File: config.mk
export PLATFORM = sky130hd
export DESIGN_NAME = vcm_mult
export DESIGN_NICKNAME = d
export VERILOG_FILES = /design/src/rtl/vcm_pkg.sv /design/src/rtl/vcm_bitgrid.sv /design/src/rtl/vcm_column.sv /design/src/rtl/vcm_out_stage.sv /design/src/rtl/vcm_mult.sv
export SDC_FILE = /design/constraint.sdc
export NUM_CORES = 1
export LEC_CHECK = 0
export ABC_CLOCK_PERIOD_IN_PS = 1600
export CORE_AREA = 3 3 76 78
export CTS_CLUSTER_SIZE = 14
export DETAILED_ROUTE_END_ITERATION = 8
export DIE_AREA = 0 0 79 81
export PLACE_DENSITY = 0.77
export SETUP_SLACK_MARGIN = 0.2
export SYNTH_ARGS = -nofsm -noshare
export SYNTH_HDL_FRONTEND = slang
export SYNTH_SLANG_ARGS = --single-unit
File: constraint.sdc
create_clock -name clk -period 1.6 [get_ports clk]
set_input_delay 0.32 -clock clk [delete_from_list [all_inputs] [get_ports clk]]
set_output_delay 0.32 -clock clk [all_outputs]
set_load 0.1 [all_outputs]
File: src/rtl/vcm_pkg.sv
package vcm_pkg;
  // carry between columns: a column sums at most N products plus a carry that
  // never exceeds N, so clog2(N+1) bits hold it; one spare bit as margin
  function automatic int carry_width(input int n);
    return $clog2(n + 1) + 1;
  endfunction
endpackage

File: src/rtl/vcm_bitgrid.sv
module vcm_bitgrid #(
  parameter int N = 8
) (
  input  logic [N-1:0]   a,
  input  logic [N-1:0]   b,
  output logic [N*N-1:0] pp
);
  // every single-bit product, all formed in parallel; pp[i*N+j] = a[i] & b[j]
  for (genvar i = 0; i < N; i++) begin : g_row
    for (genvar j = 0; j < N; j++) begin : g_col
      assign pp[i*N+j] = a[i] & b[j];
    end
  end
endmodule

File: src/rtl/vcm_column.sv
module vcm_column #(
  parameter int N  = 8,
  parameter int CW = 5
) (
  input  logic [N-1:0]  diag,
  input  logic [CW-1:0] cin,
  output logic          bit_o,
  output logic [CW-1:0] cout
);
  localparam int SW = CW + 1;

  logic [SW-1:0] sum;

  always_comb begin
    sum = SW'(cin);
    for (int k = 0; k < N; k++) begin
      sum = sum + SW'(diag[k]);
    end
  end

  assign bit_o = sum[0];
  assign cout  = sum[SW-1:1];
endmodule

File: src/rtl/vcm_out_stage.sv
module vcm_out_stage #(
  parameter int W       = 16,
  parameter bit REG_OUT = 1'b1
) (
  input  logic         clk,
  input  logic         rst_n,
  input  logic         in_valid,
  output logic         in_ready,
  input  logic [W-1:0] d,
  output logic         out_valid,
  input  logic         out_ready,
  output logic [W-1:0] q
);
  if (REG_OUT) begin : g_reg
    logic         valid_q;
    logic [W-1:0] data_q;
    logic         load;

    assign in_ready = !valid_q || out_ready;
    assign load     = in_valid && in_ready;

    always_ff @(posedge clk or negedge rst_n) begin
      if (!rst_n) begin
        valid_q <= 1'b0;
        data_q  <= '0;
      end else begin
        if (load) begin
          data_q <= d;
        end
        if (load) begin
          valid_q <= 1'b1;
        end else if (out_ready) begin
          valid_q <= 1'b0;
        end
      end
    end

    assign out_valid = valid_q;
    assign q         = data_q;
  end else begin : g_comb
    logic unused_clk_rst;
    assign unused_clk_rst = clk ^ rst_n;
    assign in_ready       = out_ready;
    assign out_valid      = in_valid;
    assign q              = d;
  end
endmodule

File: src/rtl/vcm_mult.sv
module vcm_mult #(
  parameter int N       = 8,
  parameter bit REG_OUT = 1'b1
) (
  input  logic           clk,
  input  logic           rst_n,
  input  logic           in_valid,
  output logic           in_ready,
  input  logic [N-1:0]   a,
  input  logic [N-1:0]   b,
  output logic           out_valid,
  input  logic           out_ready,
  output logic [2*N-1:0] product
);
  localparam int PW   = 2 * N;
  localparam int NCOL = 2 * N;
  localparam int CW   = vcm_pkg::carry_width(N);

  logic [N*N-1:0]           pp;
  logic [NCOL:0][CW-1:0]    carry;
  logic [PW-1:0]            raw;

  vcm_bitgrid #(.N(N)) u_grid (
    .a  (a),
    .b  (b),
    .pp (pp)
  );

  assign carry[0] = '0;

  for (genvar k = 0; k < NCOL; k++) begin : g_colk
    logic [N-1:0] diag;
    for (genvar i = 0; i < N; i++) begin : g_pick
      if ((k >= i) && (k - i < N)) begin : g_on
        assign diag[i] = pp[i*N + (k - i)];
      end else begin : g_off
        assign diag[i] = 1'b0;
      end
    end
    vcm_column #(.N(N), .CW(CW)) u_col (
      .diag  (diag),
      .cin   (carry[k]),
      .bit_o (raw[k]),
      .cout  (carry[k+1])
    );
  end

  vcm_out_stage #(.W(PW), .REG_OUT(REG_OUT)) u_out (
    .clk       (clk),
    .rst_n     (rst_n),
    .in_valid  (in_valid),
    .in_ready  (in_ready),
    .d         (raw),
    .out_valid (out_valid),
    .out_ready (out_ready),
    .q         (product)
  );
endmodule

Word-level counts from Yosys, hierarchy flattened
Cells that the tools add are included.
{ "word_totals": {"reg_bits": 17, "inputBits": 20, "output_inout_bits": 18, "wordCells": 134} }
{ "classes": {"addsub": 62, "mux": 2, "bitwise": 64, "n_reduce_logical": 4} }
{ "ops": {"columns": ["op", "n"], "rows": [
  ["adder 6 x 1 -> 6 bit", 42],
  ["AND 1 bit", 64],
  ["adder 5 x 1 -> 6 bit", 8],
  ["adder 5 x 1 -> 5 bit", 4],
  ["adder 4 x 1 -> 4 bit", 3],
  ["adder 3 x 1 -> 3 bit", 2],
  ["adder 1 x 1 -> 2 bit", 2],
  ["adder 2 x 1 -> 2 bit", 1],
  ["two-way mux 1 bit", 2],
  ["nonzero test 2 bit", 1],
  ["logical AND 1 bit", 1],
  ["zero test 1 bit", 1],
  ["logical OR 1 bit", 1]
]} }

Longest topological paths before layout
Gate-level depths: netlist of the first run.
{ "logic_depth": {"depth_word": 63, "ltp_mapped": 70, "mapped_depth_nobuf": 70} }

Cells and area by module
Synthesis of the first run repeated with hierarchy kept, for this count alone.
{ "unflattened": {"cells_unflattened": 614, "hier_area_um2": 5744.3} }
{ "by_module_without_submodules": {"columns": ["module", "n_inst", "cells_each", "area_per_inst_um2", "seq_area_each_um2"], "rows": [
  ["vcm_column", 16, 32, 290.3, 0.0],
  ["vcm_out_stage", 1, 37, 695.7, 425.4],
  ["vcm_bitgrid", 1, 64, 400.4, 0.0],
  ["vcm_mult", 1, 1, 3.8, 0.0]
]} }

Worst setup path before layout of the first run
OpenSTA, ideal clock, no wires.
{ "synth_path": {"path_type": "input to register", "start": "in b[1]", "end": "reg u_out.g_reg.data_q[15] (netlist: u_out.q[15])", "setup_time_ps": 125, "arrival_ps": 22038, "required_ps": 1475, "slack_ps": -20563, "cell_stages": 70, "n_path_buf": 0, "cell_sequence": "and2_1 ha_1 ha_1 fa_1 ha_1 fa_1 inv_1 fa_1 fa_1 fa_1 inv_1 fa_1 ha_1 fa_1 inv_1 fa_1 inv_1 fa_1 (+34 left out) fa_1 fa_1 inv_1 fa_1 fa_1 inv_1 fa_1 ha_1 fa_1 inv_1 fa_1 inv_1 ha_1 ha_1 xor2_1 xnor2_1 xnor2_1 o21ai_1"} }
{ "synth_via": {"elab_chain_cells": 63, "elab_cells_between_ends": 70, "cone_classes": "add/sub: 62; bitwise: 8"} }
{ "synth_rtl": {"columns": ["element", "line", "source"], "rows": [
  ["start: declaration", "vcm_mult.sv:10", "input logic [N-1:0] b,"],
  ["AND 1 bit", "vcm_bitgrid.sv:11", "assign pp[i*N+j] = a[i] & b[j];"],
  ["adder 1 x 1 -> 2 bit (2 in series)", "vcm_column.sv:17", "sum = sum + SW'(diag[k]);"],
  ["adder 6 x 1 -> 6 bit (2 in series)", "vcm_column.sv:17", null],
  ["adder 5 x 1 -> 6 bit", "vcm_column.sv:17", null],
  ["adder 6 x 1 -> 6 bit (3 in series)", "vcm_column.sv:17", null],
  ["adder 5 x 1 -> 6 bit", "vcm_column.sv:17", null],
  ["adder 6 x 1 -> 6 bit (4 in series)", "vcm_column.sv:17", null],
  ["adder 5 x 1 -> 6 bit", "vcm_column.sv:17", null],
  ["(+27 left out)", null, null],
  ["adder 5 x 1 -> 6 bit *", "vcm_column.sv:17", null],
  ["adder 6 x 1 -> 6 bit * (5 in series)", "vcm_column.sv:17", null],
  ["adder 5 x 1 -> 6 bit *", "vcm_column.sv:17", null],
  ["adder 6 x 1 -> 6 bit * (4 in series)", "vcm_column.sv:17", null],
  ["adder 5 x 1 -> 5 bit * (4 in series)", "vcm_column.sv:17", null],
  ["adder 4 x 1 -> 4 bit * (3 in series)", "vcm_column.sv:17", null],
  ["adder 3 x 1 -> 3 bit * (2 in series)", "vcm_column.sv:17", null],
  ["adder 2 x 1 -> 2 bit *", "vcm_column.sv:17", null],
  ["end signal: assignment", "vcm_out_stage.sv:25", "data_q <= '0;"],
  ["end signal: assignment", "vcm_out_stage.sv:28", "data_q <= d;"],
  ["end: declaration", "vcm_out_stage.sv:16", "logic [W-1:0] data_q;"]
]} }
Every way passes the cells marked *; elsewhere a longest branch is shown, timed or not.
A chain may end at the register's enable or synchronous reset.

Worst setup path after layout of the first run
{ "layout_path": {"start": "in a[0]", "end": "reg u_out.g_reg.data_q[15] (netlist: u_out.q[15])"} }
{ "layout_via": {"elab_chain_cells": 63, "elab_cells_between_ends": 69, "cone_classes": "add/sub: 62; bitwise: 7"} }
{ "layout_rtl": {"columns": ["element", "line", "source"], "rows": [
  ["start: declaration", "vcm_mult.sv:9", "input logic [N-1:0] a,"],
  ["AND 1 bit", "vcm_bitgrid.sv:11", null],
  ["adder 1 x 1 -> 2 bit (2 in series)", "vcm_column.sv:17", null],
  ["adder 6 x 1 -> 6 bit (2 in series)", "vcm_column.sv:17", null],
  ["adder 5 x 1 -> 6 bit", "vcm_column.sv:17", null],
  ["adder 6 x 1 -> 6 bit (3 in series)", "vcm_column.sv:17", null],
  ["adder 5 x 1 -> 6 bit", "vcm_column.sv:17", null],
  ["adder 6 x 1 -> 6 bit (4 in series)", "vcm_column.sv:17", null],
  ["adder 5 x 1 -> 6 bit", "vcm_column.sv:17", null],
  ["(+27 left out)", null, null],
  ["adder 5 x 1 -> 6 bit *", "vcm_column.sv:17", null],
  ["adder 6 x 1 -> 6 bit * (5 in series)", "vcm_column.sv:17", null],
  ["adder 5 x 1 -> 6 bit *", "vcm_column.sv:17", null],
  ["adder 6 x 1 -> 6 bit * (4 in series)", "vcm_column.sv:17", null],
  ["adder 5 x 1 -> 5 bit * (4 in series)", "vcm_column.sv:17", null],
  ["adder 4 x 1 -> 4 bit * (3 in series)", "vcm_column.sv:17", null],
  ["adder 3 x 1 -> 3 bit * (2 in series)", "vcm_column.sv:17", null],
  ["adder 2 x 1 -> 2 bit *", "vcm_column.sv:17", null]
]} }
Marks and branches as above.

==> key figures, run 1 <==
Routing
  • Detailed-route DRC error count: 0
  • Post-detailed-route via-to-cell ratio: 5.17
  • Count of routing violations after the opening detailed-route iteration: 119
  • Detailed-router iteration count before antenna repair: 4
  • Via count: 2347
  • Wire length reported by the detailed router: 6900 um
  • ANT nets after route: 0
  • Routed wirelength normalized by instance count: between 15 and 20 um

Layout
  • Nets: 482
  • Leading cell types in the layout, fill and taps excluded: 59 x buf_4, 40 x nand2_1, 37 x inv_1, 30 x fa_1, 30 x ha_1
  • Post-synthesis to final-layout area growth: 46.4%
  • Final cell area excluding filler cells: 4060 um2
  • Number of antenna cells inserted: 0
  • Ratio of cells with drive above 1 in the final layout: 0.359
  • Most frequent standard cell in the layout excluding fill and tap cells: buf_4

Floorplan
  • Die Span X: roughly 80 um
  • I/O pin count: 38
  • Effective utilization at floorplan: 0.540
  • Row Count: 26
  • Core Area: 5140 um2
  • Total die area: 6400 um2
  • Vertical die dimension: about 80 um

Worst setup path
  • Signal arrival time at the worst endpoint: ~21000 ps
  • CP most frequent cell: fa_1
  • R2R cell count: 4
  • Crit-path max FO: 3
  • Type of the worst setup path: in -> reg
  • Sort of element at the start of the critical path: input port
  • Worst path slowest cell: fa_1
  • Maximum single-stage delay on the critical path: 540 ps
  • Endpoint kind of the worst setup timing path: flip-flop
  • Required time of the worst setup path: roughly 1700 ps

Timing
  • Slew at the pin closest to its max-slew limit: 355 ps
  • Final hold viol count: 0
  • Hold Worst Slack: slightly below 400 ps
  • Final setup margin: -19150 ps
  • Final min period: ~21000 ps
  • Final cycle utilization of the critical path: 13.0
  • Count of pins over their slew limit: 0
  • Max Clock Skew: 1.36 ps
  • Unrepaired setup endpoints after global routing: true
  • Slew Limit Headroom: 0.762
  • Setup violators final: 13
  • Maximum achievable frequency: 0.0482 GHz

Yosys
  • Synth top area cells: fa_1 27%, ha_1 18%, dfrtp_1 15%, and2_1 7.4%, inv_1 6.0%
  • Number of synthesized register bits: 17
  • Cell variety after synth: 32
  • Net count of the mapped netlist: between 300 and 400
  • Adder-Cell Fraction of Synth Area: 0.447
  • Post-synthesis compound-gate area fraction: 0.0766
  • Number of instances in the synthesized netlist: 285
  • Combinational family with the most area after synthesis: adder cells
  • Cell accounting for the most synthesized area: fa_1
  • XOR/XNOR share of the synthesized area: 0.0537
  • Top cell type's share of synthesized area: 0.267
  • Proportion of synthesized area in mux cells: 0.0325
  • Post-synthesis instance area: 2780 um2
  • Area share of and/or/nand/nor cells after synthesis: 0.174
  • Synthesized area per cell: 9.74 um2
  • Synth warnings: 0
  • Fraction of the yosys area taken by sequential cells: 0.153

CTS
  • Insertion delay of the later-clocked pin in the worst-skew pair: 250 ps
  • Clock tree from TritonCTS: yes
  • Maximum buffer depth of the clock tree: 2
  • Worst-path clk slew: 70 ps
  • Number of buffers created by CTS: 3
  • Root buffer cell: clkbuf_8
  • H-tree levels: 1
  • Clk sink count: 17

Placed design
  • Final weighted congestion in routability-driven placement: between 0.8 and 0.9
  • Placed instance area: 3950 um2
  • Number of I/O port buffers: 37
  • Detailed placement HPWL: 5940 um

Job
  • Reported max-cap violation count: 0

Global routing
  • Largest net degree at the start of global routing: 19
  • Number of global-route vias before repair: 2621
  • Initial antenna violation count: 0
  • All-layer global routing usage: 0.240
  • Congestion Overflow GR: 0
  • Wire length of the first global-routing pass: 12100 um

Worst hold path
  • Min-Delay Path Class: in -> async

Status
  • Violated checks: negative setup slack
  • Status: finished, violations left
==> state kept, by name (all words and copies together), names as in the netlist <==
name / cells
u_out.out_valid: 1
u_out.q: 16
==> layer usage <==
layer / global-route usage / up-vias / share of wire / wire length, um
li1: - / 1099 / - / -
met1: 0.285 / 1175 / 0.40 / 2730
met2: 0.443 / 53 / 0.53 / 3690
met3: 0.0266 / 20 / 0.038 / 264
met4: 0.101 / 0 / 0.032 / 219
met5: 0 / - / 0 / 0
==> through the flow <==
step | util | instances | setup slack (ps) | TNS, ps
floorplan | - | 285 | -18670 | -151060
finish | 0.790 | 454 | -19150 | -153950
global route | 0.790 | 454 | -19710 | -158480
CTS | 0.785 | 454 | -19190 | -154320
detailed placement | 0.768 | 445 | -19850 | -163630
global placement | 0.768 | 445 | -19540 | -161830
==> cells by family (layout without fill, tap and decap cells) <==
kind of cell,count (synthesis),after routing
AO/OA/AOI/OAI,30,30
XOR/XNOR,17,17
adder cells (fa/ha/maj),77,77
buffers and inverters,46,145
flip-flops,17,17
multiplexers,8,8
AND/OR/NAND/NOR,90,90
==> cell type report <==
cell class                 instances  area (um2)
multi-input combinational        222        2340
fill                             322        1080
clock inverter                     1        5.00
tap                               70        87.6
clock buffer                       3        41.3
sequential                        17         429
inverter                          44         165
timing repair buffer              97         998
==> timing repair <==
item,CTS,global route
pin swaps,8,4
endpoints found under the hold margin,0,0
setup buffers,5,0
setup endpoints to repair,15,15
resized for setup,26,11
hold buffers,0,0
==> path summary, 6_finish.rpt <==
| kind | startpoint | slack, ps | endpoint |
|---|---|---|---|
| setup / recovery | a[0] | -19150 | u_out.q[15] |
| hold / removal | rst_n | 390 | u_out.out_valid |
| setup reg to reg | u_out.out_valid | 280 | u_out.q[2] |
| hold reg to reg | u_out.q[11] | 560 | u_out.q[11] |
| max in group asynchronous | rst_n | 1000 | u_out.out_valid |
| min in group clk | b[0] | 530 | u_out.q[0] |
==> synthesized netlist by cell type, drive strengths merged <==
cell	number
fa	37
xor2	5
and2	33
and3	1
nor2	1
ha	40
o21ai	11
a21o	5
nor3	1
xnor2	12
clkbuf	1
or2	1
o311ai	1
nor2b	6
mux2	8
o2bb2ai	1
o22ai	1
nor4b	1
nand2b	4
dfrtp	17
a21oi	7
nand2	41
o31ai	1
buf	1
a221oi	1
inv	44
o21a	1
nand3	1
o21ba	1
==> critical path, delay by kind of cell <==
kind	cells	cell delay, ps
xor gates and xnor gates	3	470
and+or+nand+nor	1	150
AOI/OAI and AO/OA	1	100
buffers and inverters	19	950
adders and majority gates	47	18880
Power of run 1 is left out: the tool's default activity adds up to more than one toggle a clock period on the data nets, which glitch-free logic cannot reach.
==> run 2: changes to the inputs <==
--- a/config.mk
+++ b/config.mk
@@ -6,10 +6,10 @@
 export NUM_CORES = 1
 export LEC_CHECK = 0
 export ABC_CLOCK_PERIOD_IN_PS = 1600
-export CORE_AREA = 3 3 76 78
+export CORE_AREA = 2 2 75 77
 export CTS_CLUSTER_SIZE = 14
 export DETAILED_ROUTE_END_ITERATION = 8
-export DIE_AREA = 0 0 79 81
+export DIE_AREA = 0 0 77 79
 export PLACE_DENSITY = 0.77
 export SETUP_SLACK_MARGIN = 0.2
 export SYNTH_ARGS = -nofsm -noshare
==> run 2 against run 1 <==
Net effect:
- the flow still finishes with violations (negative setup slack)
- clock-buffer cell count is 1 higher
- clock skew is 1.0 ps higher
- worst setup slack worse by 190 ps
- fmax is 0.92% lower
- critical path depth stayed put
- non-clock buffer count is 8 higher
- largest cell class unchanged
- highest routed layer unchanged
==> key figures, run 2 (same netlist as run 1, synthesis figures left out) <==
Timing
  • Slew at the pin closest to its max-slew limit: approximately 350 ps
  • Hold Worst Slack: 417 ps
  • Final setup margin: -19340 ps
  • Setup_tns: -155760 ps
  • Slew Limit Headroom: 0.765
  • Final hold viol count: 0
  • Final cycle utilization of the critical path: 13.1
  • Maximum achievable frequency: 0.0478 GHz
  • Max Clock Skew: 2.39 ps
  • Unrepaired setup endpoints after global routing: true
  • Setup violators final: 13
  • Final min period: about 21000 ps
  • Count of pins over their slew limit: 0

Worst setup path
  • CP most frequent cell: fa_1
  • Maximum single-stage delay on the critical path: ~540 ps
  • Worst path slowest cell: fa_1
  • Minimum setup slack among reg-to-reg paths: ~370 ps
  • Signal arrival time at the worst endpoint: ~21000 ps
  • Sort of element at the start of the critical path: input port
  • Type of the worst setup path: in -> reg
  • Endpoint kind of the worst setup timing path: flip-flop
  • Required time of the worst setup path: 1740 ps
  • Crit-path max FO: 2

Layout
  • Max FFs per register: 16
  • Multi-input gate area: between 2000 and 2500 um2
  • Post-synthesis to final-layout area growth: 50.0%
  • Final core utilization: 0.780
  • Leading cell types in the layout, fill and taps excluded: 68 x buf_4, 40 x nand2_1, 38 x inv_1, 30 x fa_1, 30 x ha_1
  • Fill cell count: 330
  • Total area of sequential cells: 429 um2
  • Number of antenna cells inserted: 0
  • Nets: 490
  • Ratio of cells with drive above 1 in the final layout: 0.372
  • Final cell area excluding filler cells: between 4000 and 5000 um2
  • Most frequent standard cell in the layout excluding fill and tap cells: buf_4

CTS
  • Maximum buffer depth of the clock tree: 2
  • Insertion delay of the later-clocked pin in the worst-skew pair: 250 ps
  • Clk sink count: 17
  • Number of buffers created by CTS: 3
  • Worst-path clk slew: 60 ps
  • H-tree levels: 1
  • Clock tree from TritonCTS: yes
  • Root buffer cell: clkbuf_8

Routing
  • Count of routing violations after the opening detailed-route iteration: 150
  • ANT nets after route: 0
  • Detailed-route DRC error count: 0
  • Wire length reported by the detailed router: 7330 um
  • Via count: 2453
  • Routed wirelength normalized by instance count: about 16 um
  • Post-detailed-route via-to-cell ratio: 5.29
  • Detailed-router iteration count before antenna repair: 4

Placed design
  • Number of I/O port buffers: 37
  • Final weighted congestion in routability-driven placement: 0.783
  • Placed instance area: ~4000 um2
  • Detailed placement HPWL: 5750 um

Status
  • Status: finished, violations left
  • Violated checks: negative setup slack

Global routing
  • Number of global-route vias before repair: 2593
  • Largest net degree at the start of global routing: 20
  • Wire length of the first global-routing pass: about 12000 um
  • Initial antenna violation count: 0
  • Congestion Overflow GR: 0
  • All-layer global routing usage: 0.243

Floorplan
  • I/O pin count: 38
  • Total die area: 6080 um2
  • Core Area: 5340 um2
  • Vertical die dimension: 79 um
  • Effective utilization at floorplan: 0.520
  • Die Span X: between 70 and 80 um
  • Row Count: 27

Worst hold path
  • Min-Delay Path Class: in -> async

Job
  • Reported max-cap violation count: 0
==> run 2: changes by cell type in the layout (fill, tap and decap cells not counted), sizes merged <==
cell and delta:
buf +8, clkbuf +1, clkinv -1
==> run 2: final timing paths <==
check | start | to | cells after the start
worst max-delay path | b[0] | u_out.q[15] | 71
max in group asynchronous | rst_n | u_out.out_valid | 2
worst min-delay path | rst_n | u_out.out_valid | 2
min in group clk | a[0] | u_out.q[0] | 4
worst max register to register | u_out.out_valid | u_out.q[5] | 5
worst min register to register | u_out.q[0] | u_out.q[0] | 2
==> run 2: critical path: cells and delay by family <==
kind,cells,cell delay (ps)
adders and majority gates,47,19050
AOI/OAI and AO/OA,1,70
buffers and inverters,19,1000
xor gates and xnor gates,3,470
and+or+nand+nor,1,160
==> run 2: layout make-up <==
class,count,area share
tap,72,0.0216
inverter,44,0.0397
clock buffer,4,0.0108
sequential,17,0.103
multi-input combinational,222,0.569
timing repair buffer,105,0.255
==> run 2: routing by layer <==
metal,vias to the layer above,part of all wire,track usage
met5,-,0,0
met4,0,0.043,0.0679
met3,30,0.053,0.0193
met2,101,0.54,0.468
met1,1202,0.37,0.292
li1,1120,-,-
==> run 2: through the flow <==
stage	instances	setup slack (ps)
6_report	464	-19340
5_1_grt	464	-19720
4_1_cts	460	-19210
3_5_place_dp	449	-20000
3_3_place_gp	449	-19570
2_1_floorplan	285	-18670
==> run 2: timing repair <==
item,4_1_cts,5_1_grt
endpoints found under the setup margin,15,14
pin swaps,7,4
gates resized for setup,29,12
hold buffers,0,0
buffers inserted,7,4
Power of run 2 is left out for the same reason.
==> run 3: changes to the inputs <==
--- a/config.mk
+++ b/config.mk
@@ -12,6 +12,7 @@
 export DIE_AREA = 0 0 77 79
 export PLACE_DENSITY = 0.77
 export SETUP_SLACK_MARGIN = 0.2
+export SKIP_CTS_REPAIR_TIMING = 1
 export SYNTH_ARGS = -nofsm -noshare
 export SYNTH_HDL_FRONTEND = slang
 export SYNTH_SLANG_ARGS = --single-unit
==> run 3 against run 2 <==
Net effect:
- the run still ends with negative setup slack left
- clock-buffer cell count did not move
- worst hold slack got worse by 17 ps
- utilization fell by 0.68 points
- critical path type unchanged
- critical endpoint unchanged
- largest cell class unchanged
==> key figures, run 3 (same netlist as run 1, synthesis figures left out) <==
Status
  • Status: finished, violations left
  • Violated checks: negative setup slack

Worst setup path
  • Sort of element at the start of the critical path: input port
  • Destination of the worst register-to-register timing path: u_out.q[7]
  • Type of the worst setup path: in -> reg
  • Worst R2R Start: u_out.out_valid
  • Crit-path max FO: 2
  • Endpoint kind of the worst setup timing path: flip-flop
  • Maximum single-stage delay on the critical path: 530 ps
  • Required time of the worst setup path: 1740 ps
  • Minimum setup slack among reg-to-reg paths: 310 ps
  • Worst path slowest cell: fa_1
  • Signal arrival time at the worst endpoint: 21090 ps
  • CP most frequent cell: fa_1
  • R2R cell count: 5

Layout
  • Final cell area excluding filler cells: slightly above 4000 um2
  • Number of antenna cells inserted: 0
  • Total area of sequential cells: 429 um2
  • Post-layout instance count excluding filler cells: 458
  • Fill cell count: approximately 330
  • Most frequent standard cell in the layout excluding fill and tap cells: buf_4
  • Nets: 484
  • Post-synthesis to final-layout area growth: 48.7%
  • Max FFs per register: 16
  • Multi-input gate area: 2380 um2
  • Leading cell types in the layout, fill and taps excluded: 62 x buf_4, 40 x nand2_1, 38 x inv_1, 30 x fa_1, 30 x ha_1
  • Ratio of cells with drive above 1 in the final layout: 0.363

Timing
  • Setup_tns: -155910 ps
  • Slew Limit Headroom: 0.770
  • Unrepaired setup endpoints after global routing: true
  • Final hold viol count: 0
  • Setup violators final: 14
  • Maximum achievable frequency: 0.0477 GHz
  • Max Clock Skew: 0.486 ps
  • Final min period: 20950 ps
  • Final cycle utilization of the critical path: 13.1
  • Slew at the pin closest to its max-slew limit: about 340 ps
  • Final setup margin: -19350 ps
  • Count of pins over their slew limit: 0

CTS
  • Number of buffers created by CTS: 3
  • Maximum buffer depth of the clock tree: 2
  • Worst-path clk slew: 60 ps
  • Insertion delay of the later-clocked pin in the worst-skew pair: about 250 ps
  • H-tree levels: 1
  • Clk sink count: 17
  • Clock tree from TritonCTS: yes
  • Root buffer cell: clkbuf_8

Floorplan
  • Effective utilization at floorplan: 0.520
  • Row Count: 27
  • Die Span X: slightly below 80 um
  • Total die area: 6080 um2
  • Vertical die dimension: between 70 and 80 um
  • I/O pin count: 38
  • Core Area: 5340 um2

Placed design
  • Final weighted congestion in routability-driven placement: ~0.78
  • Number of I/O port buffers: 37
  • Placed instance area: 3970 um2
  • Number of placed instances, taps included: 449
  • Pre-CTS WS: -20000 ps
  • Detailed placement HPWL: 5750 um

Routing
  • Detailed-route DRC error count: 0
  • ANT nets after route: 0
  • Wire length reported by the detailed router: 7270 um
  • Detailed-router iteration count before antenna repair: 4
  • Routed wirelength normalized by instance count: 15.9 um
  • Via count: 2354
  • Post-detailed-route via-to-cell ratio: 5.14
  • Count of routing violations after the opening detailed-route iteration: 164

Global routing
  • Number of global-route vias before repair: 2512
  • Wire length of the first global-routing pass: roughly 11000 um
  • Initial antenna violation count: 0
  • Congestion Overflow GR: 0
  • All-layer global routing usage: 0.232
  • Largest net degree at the start of global routing: 20

Job
  • Reported max-cap violation count: 0

Worst hold path
  • Min-Delay Path Class: in -> async
[run 3: cell count changes in the layout (fill, tap and decap cells not counted), sizes merged]
cell           change
buf                -8
dlymetal6s2s       +3
clkbuf             +2
dlygate4sd2        -2
clkdlybuf4s15      -1
[run 3: stage by stage]
stage / hold slack (ps) / utilization
floorplan: 24.4 / -
global placement: 525 / 0.743
detailed placement: 547 / 0.743
CTS: 431 / 0.751
global route: 421 / 0.773
finish: 400 / 0.773
[run 3: final cells by class]
cell class,count,area share
Multi-Input combinational cell,222,0.577
Timing Repair Buffer,99,0.246
Clock buffer,4,0.0109
Tap cell,72,0.0218
Inverter,44,0.0400
Sequential cell,17,0.104
[run 3: critical path, delay by kind of cell]
kind                       cells  cell delay [ps]
and+or+nand+nor                1              160
adders and majority gates     47            19080
buffers and inverters         19             1010
AOI/OAI and AO/OA              1               70
xor gates and xnor gates       3              430
[run 3: worst max-delay path by stage]
stage | from | to | depth (start not counted)
6_report | b[0] | u_out.q[15] | 71
3_3_place_gp | a[0] | u_out.q[15] | 71
2_1_floorplan | b[0] | u_out.q[15] | 70
5_1_grt | b[1] | u_out.q[15] | 71
4_1_cts | a[0] | u_out.q[15] | 71
3_5_place_dp | a[0] | u_out.q[15] | 71
[run 3: routing by layer]
metal	vias to the layer above	wire length (um)	track usage
li1	1108	-	-
met1	1159	2850	0.284
met2	74	3850	0.443
met3	13	422	0.0182
met4	0	147	0.0625
met5	-	0	0
Power of run 3 is left out for the same reason.
